### src/rtl/ctl_io_pkg.sv
package ctl_io_pkg;

  typedef enum logic [2:0] {
    PG_IO    = 3'd0,
    PG_BREQ  = 3'd1,
    PG_SRST  = 3'd2,
    PG_OVL   = 3'd3,
    PG_QUIET = 3'd4,
    PG_TRAP  = 3'd5
  } page_kind_e;

  localparam int unsigned QUIET_N = 5;
  localparam logic [QUIET_N*8-1:0] QUIET_PAGES = {8'h10, 8'h20, 8'h40, 8'h44, 8'h50};

  function automatic logic is_quiet(input logic [7:0] pg);
    logic hit;
    hit = 1'b0;
    for (int i = 0; i < QUIET_N; i++) begin
      if (pg == QUIET_PAGES[i*8 +: 8]) hit = 1'b1;
    end
    return hit;
  endfunction

endpackage

### src/rtl/ctl_page_decode.sv
module ctl_page_decode
  import ctl_io_pkg::*;
#(
  parameter int unsigned ADDR_W   = 16,
  parameter int unsigned PAGE_LSB = 8,
  parameter int unsigned IDX_W    = 4,
  parameter logic [7:0]  P_IO     = 8'h00,
  parameter logic [7:0]  P_BREQ   = 8'h11,
  parameter logic [7:0]  P_SRST   = 8'h12,
  parameter logic [7:0]  P_OVL    = 8'h41
) (
  input  logic [ADDR_W-1:0] addr,
  output page_kind_e        kind,
  output logic              io_window,
  output logic [IDX_W-1:0]  io_idx
);
  localparam int unsigned WIN_LSB = IDX_W + 1;

  logic [7:0] page;
  assign page = addr[PAGE_LSB +: 8];

  always_comb begin
    if (page == P_IO)          kind = PG_IO;
    else if (page == P_BREQ)   kind = PG_BREQ;
    else if (page == P_SRST)   kind = PG_SRST;
    else if (page == P_OVL)    kind = PG_OVL;
    else if (is_quiet(page))   kind = PG_QUIET;
    else                       kind = PG_TRAP;
  end

  // bits above the index but below the page select the open-bus hole
  assign io_window = (addr[PAGE_LSB-1:WIN_LSB] == '0);
  assign io_idx    = addr[IDX_W:1];
endmodule

### src/rtl/ctl_ctrl_regs.sv
module ctl_ctrl_regs
  import ctl_io_pkg::*;
#(
  parameter int unsigned DATA_W = 16
) (
  input  logic              clk,
  input  logic              rst_n,
  input  logic              wr_fire,
  input  logic              trap_fire,
  input  page_kind_e        kind,
  input  logic              is_word,
  input  logic              odd,
  input  logic [DATA_W-1:0] wdata,
  output logic              busreq,
  output logic              sub_reset,
  output logic              map_cart,
  output logic              halt_req
);
  localparam int unsigned BYTE_W = DATA_W / 2;
  localparam int unsigned NCTL   = 2;

  logic [NCTL-1:0] ctl_q;

  // even byte writes take bit 0, word writes take bit 0 of the upper lane
  generate
    for (genvar g = 0; g < NCTL; g++) begin : g_ctl
      localparam page_kind_e SEL = (g == 0) ? PG_BREQ : PG_SRST;
      always_ff @(posedge clk) begin
        if (!rst_n) begin
          ctl_q[g] <= 1'b0;
        end else if (wr_fire && kind == SEL) begin
          if (is_word)   ctl_q[g] <= wdata[BYTE_W];
          else if (!odd) ctl_q[g] <= wdata[0];
        end
      end
    end
  endgenerate

  always_ff @(posedge clk) begin
    if (!rst_n) begin
      map_cart <= 1'b0;
    end else if (wr_fire && kind == PG_OVL && (is_word || odd)) begin
      map_cart <= wdata[0];
    end
  end

  always_ff @(posedge clk) begin
    if (!rst_n)         halt_req <= 1'b0;
    else if (trap_fire) halt_req <= 1'b1;
  end

  assign busreq    = ctl_q[0];
  assign sub_reset = ctl_q[1];
endmodule

### src/rtl/ctl_read_fmt.sv
module ctl_read_fmt
  import ctl_io_pkg::*;
#(
  parameter int unsigned DATA_W = 16
) (
  input  page_kind_e              kind,
  input  logic                    io_window,
  input  logic                    is_word,
  input  logic                    odd,
  input  logic [DATA_W-1:0]       open_bus,
  input  logic [DATA_W/2-1:0]     io_rdata,
  input  logic                    bus_granted,
  output logic [DATA_W-1:0]       rdata
);
  localparam int unsigned BYTE_W = DATA_W / 2;

  logic [BYTE_W-1:0] ob_byte;
  logic              ack_n;

  assign ob_byte = odd ? open_bus[BYTE_W-1:0] : open_bus[DATA_W-1:BYTE_W];
  assign ack_n   = ~bus_granted;

  always_comb begin
    rdata = is_word ? open_bus : {{BYTE_W{1'b0}}, ob_byte};
    unique case (kind)
      PG_IO: begin
        if (io_window)
          rdata = is_word ? {io_rdata, io_rdata} : {{BYTE_W{1'b0}}, io_rdata};
      end
      PG_BREQ: begin
        if (is_word)
          rdata = {open_bus[DATA_W-1:BYTE_W+1], ack_n, open_bus[BYTE_W-1:0]};
        else if (!odd)
          rdata = {{BYTE_W{1'b0}}, open_bus[DATA_W-1:BYTE_W+1], ack_n};
      end
      PG_TRAP: rdata = is_word ? {DATA_W{1'b1}} : {{BYTE_W{1'b0}}, {BYTE_W{1'b1}}};
      default: ;
    endcase
  end
endmodule

### src/rtl/ctl_io_decoder.sv
module ctl_io_decoder
  import ctl_io_pkg::*;
#(
  parameter int unsigned ADDR_W   = 16,
  parameter int unsigned DATA_W   = 16,
  parameter int unsigned IDX_W    = 4,
  parameter int unsigned PAGE_LSB = 8,
  parameter logic [7:0]  P_IO     = 8'h00,
  parameter logic [7:0]  P_BREQ   = 8'h11,
  parameter logic [7:0]  P_SRST   = 8'h12,
  parameter logic [7:0]  P_OVL    = 8'h41
) (
  input  logic                  clk,
  input  logic                  rst_n,
  input  logic                  req_valid,
  output logic                  req_ready,
  input  logic                  req_write,
  input  logic                  req_word,
  input  logic [ADDR_W-1:0]     req_addr,
  input  logic [DATA_W-1:0]     req_wdata,
  input  logic [DATA_W-1:0]     open_bus,
  input  logic                  bus_granted,
  output logic                  rsp_valid,
  input  logic                  rsp_ready,
  output logic [DATA_W-1:0]     rsp_data,
  output logic                  io_stb,
  output logic                  io_we,
  output logic [IDX_W-1:0]      io_idx,
  output logic [DATA_W/2-1:0]   io_wdata,
  input  logic [DATA_W/2-1:0]   io_rdata,
  output logic                  busreq,
  output logic                  sub_reset,
  output logic                  map_cart,
  output logic                  halt_req
);
  localparam int unsigned BYTE_W = DATA_W / 2;

  page_kind_e        kind;
  logic              io_window;
  logic              fire, wr_fire, rd_fire, trap_fire;
  logic              odd;
  logic [DATA_W-1:0] rdata;

  ctl_page_decode #(
    .ADDR_W(ADDR_W), .PAGE_LSB(PAGE_LSB), .IDX_W(IDX_W),
    .P_IO(P_IO), .P_BREQ(P_BREQ), .P_SRST(P_SRST), .P_OVL(P_OVL)
  ) i_dec (
    .addr(req_addr), .kind(kind), .io_window(io_window), .io_idx(io_idx)
  );

  assign odd       = req_addr[0];
  assign req_ready = !halt_req && (!rsp_valid || rsp_ready);
  assign fire      = req_valid && req_ready;
  assign wr_fire   = fire && req_write;
  assign rd_fire   = fire && !req_write;
  assign trap_fire = fire && (kind == PG_TRAP);

  // byte writes reach the I/O chip on the odd lane only
  assign io_stb   = fire && (kind == PG_IO) && io_window && (!req_write || req_word || odd);
  assign io_we    = req_write;
  assign io_wdata = req_wdata[BYTE_W-1:0];

  ctl_ctrl_regs #(.DATA_W(DATA_W)) i_regs (
    .clk(clk), .rst_n(rst_n), .wr_fire(wr_fire), .trap_fire(trap_fire),
    .kind(kind), .is_word(req_word), .odd(odd), .wdata(req_wdata),
    .busreq(busreq), .sub_reset(sub_reset), .map_cart(map_cart), .halt_req(halt_req)
  );

  ctl_read_fmt #(.DATA_W(DATA_W)) i_fmt (
    .kind(kind), .io_window(io_window), .is_word(req_word), .odd(odd),
    .open_bus(open_bus), .io_rdata(io_rdata), .bus_granted(bus_granted),
    .rdata(rdata)
  );

  always_ff @(posedge clk) begin
    if (!rst_n) begin
      rsp_valid <= 1'b0;
      rsp_data  <= '0;
    end else if (rd_fire) begin
      rsp_valid <= 1'b1;
      rsp_data  <= rdata;
    end else if (rsp_ready) begin
      rsp_valid <= 1'b0;
    end
  end
endmodule

### config.mk
export PLATFORM = sky130hd
export DESIGN_NAME = ctl_io_decoder
export DESIGN_NICKNAME = d
export VERILOG_FILES = /design/src/rtl/ctl_io_pkg.sv /design/src/rtl/ctl_page_decode.sv /design/src/rtl/ctl_ctrl_regs.sv /design/src/rtl/ctl_read_fmt.sv /design/src/rtl/ctl_io_decoder.sv
export SDC_FILE = /design/constraint.sdc
export NUM_CORES = 1
export LEC_CHECK = 0
export ABC_AREA = 1
export BUFFER_PORTS_ARGS = -buffer_cell sky130_fd_sc_hd__clkbuf_2
export CAP_MARGIN = 20
export CORE_AREA = 2 2 54 95
export CTS_CLUSTER_DIAMETER = 60
export DETAILED_ROUTE_END_ITERATION = 7
export DIE_AREA = 0 0 56 97
export PLACE_DENSITY = 0.75
export RECOVER_POWER = 100
export SYNTH_ARGS = -nofsm -noshare
export SYNTH_HDL_FRONTEND = slang
export SYNTH_SLANG_ARGS = --single-unit
### constraint.sdc
create_clock -name clk -period 3.8 [get_ports clk]
set_input_delay 0.19 -clock clk [delete_from_list [all_inputs] [get_ports clk]]
set_output_delay 0.19 -clock clk [all_outputs]
set_load 0.05 [all_outputs]
Word-level counts from Yosys, hierarchy flattened:

Index checks and enable logic that the tools add are counted.

* bits in read-only memories: 0
* memory bits (writable): 0
* flip-flop bits (word level): 21
* bits in latches: 0
* memories kept: 0

* shift-type cells: 0
* divide/modulo/power cells: 0
* eq/ne operators: 13
* add/sub/neg operators: 0
* $mul: 0
* reduce and logical (&&, ||, !) cells: 25
* mux-type cells: 26
* bitwise gates (word level): 1
* $lt $le $gt $ge: 0

Operators with widths (number)
* 16-bit two-way mux: 6
* 16-bit case mux with 3 select lines: 1
* 8-bit by 7-bit equality test with 1-bit output (second input constant): 4
* 8-bit by 5-bit equality test with 1-bit output (second input constant): 3
* 1-bit two-way mux: 14
* 1-bit logical AND: 12
* 3-bit two-way mux: 4
* 8-bit by 6-bit equality test with 1-bit output (second input constant): 1
* 8-bit zero test: 1
* 8-bit two-way mux: 1
* 3-bit by 2-bit equality test with 1-bit output (second input constant): 2
* 3-bit zero test: 2
* 1-bit logical OR: 4
* 2-bit AND reduction: 2
* 3-bit by 1-bit equality test with 1-bit output (second input constant): 1
* 3-bit equality test (second input constant): 1
* 1-bit zero test: 3
* 2-bit inequality test (second input constant): 1
* 2-bit nonzero test: 1
* 1-bit NOT: 1

Longest topological paths before layout:

* depth after elaboration: 19
* depth in mapped cells: 13
* gate-level depth less buffers: 13

By module:

A second synthesis with hierarchy kept.

* cell total of the unflattened synthesis: 363
* area total of the unflattened synthesis: 2077.0 um^2

Modules (own cells, without submodules)
* ctl_io_decoder: times used 1, cells each 127, area an instance 838.3 um^2
* ctl_read_fmt: times used 1, cells each 157, area an instance 829.5 um^2
* ctl_ctrl_regs: times used 1, cells each 38, area an instance 222.7 um^2
* ctl_page_decode: times used 1, cells each 41, area an instance 186.4 um^2

Least setup slack after synthesis:

No wires, ideal clock.

* kind: register to output
* start: register rsp_valid
* end: output port io_stb
* cell stages (with the launch flop): 6
* slack: 1255 ps
* arrival: 2355 ps
* buffers on the path: 0
* path through: dfxtp_1 inv_1 nor2_1 nor2_2 nand2_2 a2111oi_2

* word-level cells in the longest chain between the ends: 7

RTL lines
* from (decl): RTL line ctl_io_decoder.sv:23 `output logic rsp_valid,`
* from (signal assigned): RTL line ctl_io_decoder.sv:77 `rsp_valid <= 1'b0;`
* from (signal assigned): RTL line ctl_io_decoder.sv:80 `rsp_valid <= 1'b1;`
* from (signal assigned): RTL line ctl_io_decoder.sv:83 `rsp_valid <= 1'b0;`
* 1-bit zero test: RTL line ctl_io_decoder.sv:52 `assign req_ready = !halt_req && (!rsp_valid || rsp_ready);`
* 1-bit logical OR: RTL line ctl_io_decoder.sv:52
* 1-bit logical AND: RTL line ctl_io_decoder.sv:52
* via req_ready: RTL line ctl_io_decoder.sv:16 `output logic req_ready,`
* 1-bit logical AND: RTL line ctl_io_decoder.sv:53 `assign fire = req_valid && req_ready;`
* 1-bit logical AND (3 in a row): RTL line ctl_io_decoder.sv:59 `assign io_stb = fire && (kind == PG_IO) && io_window && (!req_write || req_word || odd);`
* to (decl): RTL line ctl_io_decoder.sv:26 `output logic io_stb,`

The timed path passes the listed nets, and every way through them passes these cells.

Final worst setup path:

* start: input port req_addr[12]
* end: register rsp_data[7]

* word-level cells in the longest chain between the ends: 17

RTL lines
* from (decl): RTL line ctl_io_decoder.sv:19 `input logic [ADDR_W-1:0] req_addr,`
* 8-bit by 7-bit equality test with 1-bit output: RTL line ctl_io_pkg.sv:19 `if (pg == QUIET_PAGES[i*8 +: 8]) hit = 1'b1;`
* 1-bit two-way mux (5 in a row): RTL line ctl_io_pkg.sv:19
* 1-bit two-way mux: RTL line ctl_page_decode.sv:26 `else if (page == P_OVL) kind = PG_OVL;`
* 1-bit two-way mux: RTL line ctl_page_decode.sv:25 `else if (page == P_SRST) kind = PG_SRST;`
* 1-bit two-way mux: RTL line ctl_page_decode.sv:24 `else if (page == P_BREQ) kind = PG_BREQ;`
* 1-bit two-way mux: RTL line ctl_page_decode.sv:23 `if (page == P_IO) kind = PG_IO;`
* 1-bit two-way mux: RTL line ctl_page_decode.sv:27 `else if (is_quiet(page)) kind = PG_QUIET;`
* 3-bit two-way mux: RTL line ctl_page_decode.sv:26
* 3-bit two-way mux: RTL line ctl_page_decode.sv:25
* 3-bit two-way mux: RTL line ctl_page_decode.sv:24
* 3-bit two-way mux *: RTL line ctl_page_decode.sv:23
* 3-bit equality test (tied with other cells): RTL line ctl_read_fmt.sv:25 `unique case (kind)`
* 16-bit case mux with 3 select lines *: RTL line ctl_read_fmt.sv:25
* to (signal assigned): RTL line ctl_io_decoder.sv:81 `rsp_data <= rdata;`
* to (decl): RTL line ctl_io_decoder.sv:25 `output logic [DATA_W-1:0] rsp_data,`

Every way passes the cells marked *; elsewhere a longest branch is shown, timed or not. The select of a mux whose other input is x is not followed.
A chain may end at the register's enable or synchronous reset.

==> metrics.txt <==
first-pass iteration count of the detailed router 4; clock sink count 21; commonest non-fill, non-tap cell in the layout nand2_1; placement row count 33; IO Count 99; final hold vios 0; Post-DRT Antenna Nets 0; DRC Markers 0; Die X 56 um; vias per inst 4.975; Total Power 581.8 uW; Post CTS Setup Buffer Count 0; Final Setup Violations 0; DP Wirelength 3.717 mm; vias in the first global route 1,844; Nets 406; Worst Path Arrival 2.83 ns; largest net degree at the start of global routing 34; Net Sw Frac 38.18%; Lkg Pwr 0.001016 uW; final period utilization 70.46%; Synth top area share 23.14%; Core Box Area 4624 um2; Resize count post-CTS 0; Synth cell types 29; fillers 541; Cells after Synth 293; wire per inst 12.59 um; sequential cell fraction of total power 41.5%; global-route wire length before repair 7.872 mm; via count 1,960; grt total ovfl 0; Mapped Avg Cell Area 6.200 um2; Max VDD drop 216.2 uV; setup TNS 0 ns; RSZ-0062 raised after global routing no; Cell Pwr Density 285.3 nW/um2; Worst-Skew Late Latency 0.26 ns; Synth area leader dfxtp_1; initial antenna violation count 0; total clock buffers created by CTS 3; Pint 359.6 uW; Worst Hold Class input port to register; Area Overhead vs Synth 12.26%; clk slew on worst S/H paths 0.08 ns; endpoint type of the worst setup path register; Syn Nets 356; Slew Viols, Final 0; worst slew pin tran 0.9793 ns; Root Driver clkbuf_8; Final Skew 0.004016 ns; switching power total 222.1 uW; outcome finished clean; Worst setup SP type input port; Ys Warns 0; largest cells by area after synthesis dfxtp_1 23%, nand2_1 14%, nor2_1 8.7%, o21ai_0 7.2%, inv_1 6.8%; GRT Total Usage 17.69%; Seq/Total Area, Yosys 23.14%; clock share of power 25.8%; CP Max Fanout 21; Clock Tree Buf Depth 2; flop-to-flop setup slack 1.89 ns; Slew headroom 34.55%; minimum clock period 2.677 ns; n_diodes 0; Initial Utilization 39.29%; IO Port Bufs 69; synthesized cell area 1817 um2; WL final 4.961 mm; Max Cap Violations 0; combinational power share 32.7%; H-tree depth 1; layout cells sized above 1 24.85%; most frequent cells in the layout 69 x nand2_1, 45 x nor2_1, 44 x clkbuf_2; Yosys reg bits 21; Placer Congestion 0.8117; max frequency 373.5 MHz; Die Ht 97 um; DR iter-0 viols 81; CTS tree built; total die area 5432 um2; Worst Path Required 3.95 ns; # hold bufs at CTS 0; type of the worst setup path input port to register
-- layer usage --
layer | share of wire [%] | up-vias | wire, um | GRT usage (%)
met5 | 0 | - | 0 | 0
met4 | 2.5 | 0 | 123 | 6.960
met3 | 5.9 | 9 | 294 | 2.674
met2 | 53 | 59 | 2627 | 33.76
met1 | 39 | 881 | 1915 | 18.56
li1 | - | 1011 | - | -
-- power groups by stage --
stage	Sequential [uW]	Clock, uW	Combinational (uW)
floorplan	296	0	121
global placement	247	0	193
detailed placement	247	0	196
CTS	242	154	197
global route	244	159	207
finish	242	150	190
-- cells in the mapped netlist, drive strengths merged --
| cell | n |
|---|---|
| a2111oi | 1 |
| a211oi | 1 |
| a21oi | 7 |
| and3 | 1 |
| buf | 23 |
| clkbuf | 2 |
| dfxtp | 21 |
| inv | 37 |
| mux2i | 1 |
| nand2 | 76 |
| nand3 | 4 |
| nand3b | 7 |
| nand4 | 3 |
| nor2 | 61 |
| nor3 | 3 |
| o211ai | 7 |
| o21a | 2 |
| o21ai | 36 |
-- state kept, by name, summed over array words and instances (netlist names) --
register and cells:
rsp_data 16, i_regs.busreq 1, i_regs.halt_req 1, i_regs.map_cart 1, i_regs.sub_reset 1, rsp_valid 1
-- critical path, cell delays in order --
cell	delay (ns)
clkbuf_1	0.14
inv_1	0.06
nand2_1	0.09
nor2_1	0.05
nand2_1	0.71
nand2_1	0.12
nor2_1	0.19
nand2_1	0.51
nand2_2	0.41
nor2_1	0.07
nor2_1	0.24
nor2_2	0.05
-- area by class of cell --
class	instances	area (um2)	share of cell area [%]
clock buffers	3	41.29	2.025
inverters	37	138.9	6.810
flip-flops and latches	21	420.4	20.61
multi-input cells	210	1047	51.35
clock inverters	1	5.005	0.2454
repair buffers	70	321.6	15.77
well taps	52	65.06	3.190
-- stage by stage --
step / hold slack, ns / cells / instance area, um2 / worst slack, ns / utilization, %
2_1_floorplan: 0.3318 / 293 / 1817 / 1.255 / -
3_3_place_gp: 0.3803 / 390 / 2056 / 1.877 / 44.45
3_5_place_dp: 0.3803 / 390 / 2056 / 1.816 / 44.45
4_1_cts: 0.1798 / 394 / 2102 / 1.997 / 45.45
5_1_grt: 0.1899 / 394 / 2039 / 0.9542 / 44.10
6_report: 0.1829 / 394 / 2039 / 1.123 / 44.10
-- kinds of logic (layout without fill, tap and decap cells) --
kind of cell           Yosys count  in the layout  share of synthesized area [%]
AO/OA/AOI/OAI                   54             54                          18.94
buffers and inverters           62            111                          17.49
flip-flops                      21             21                          23.14
multiplexers                     1              1                         0.5510
AND/OR/NAND/NOR                155            155                          39.88
-- final timing paths --
kind / from / end / cells after the start
setup / recovery: req_addr[12] / rsp_data[7] / 12
hold / removal: req_wdata[0] / i_regs.map_cart / 3
setup reg to reg: rsp_valid / rsp_data[7] / 8
hold reg to reg: i_regs.map_cart / i_regs.map_cart / 2
No activity file was read; power rests on OpenSTA's default activity.
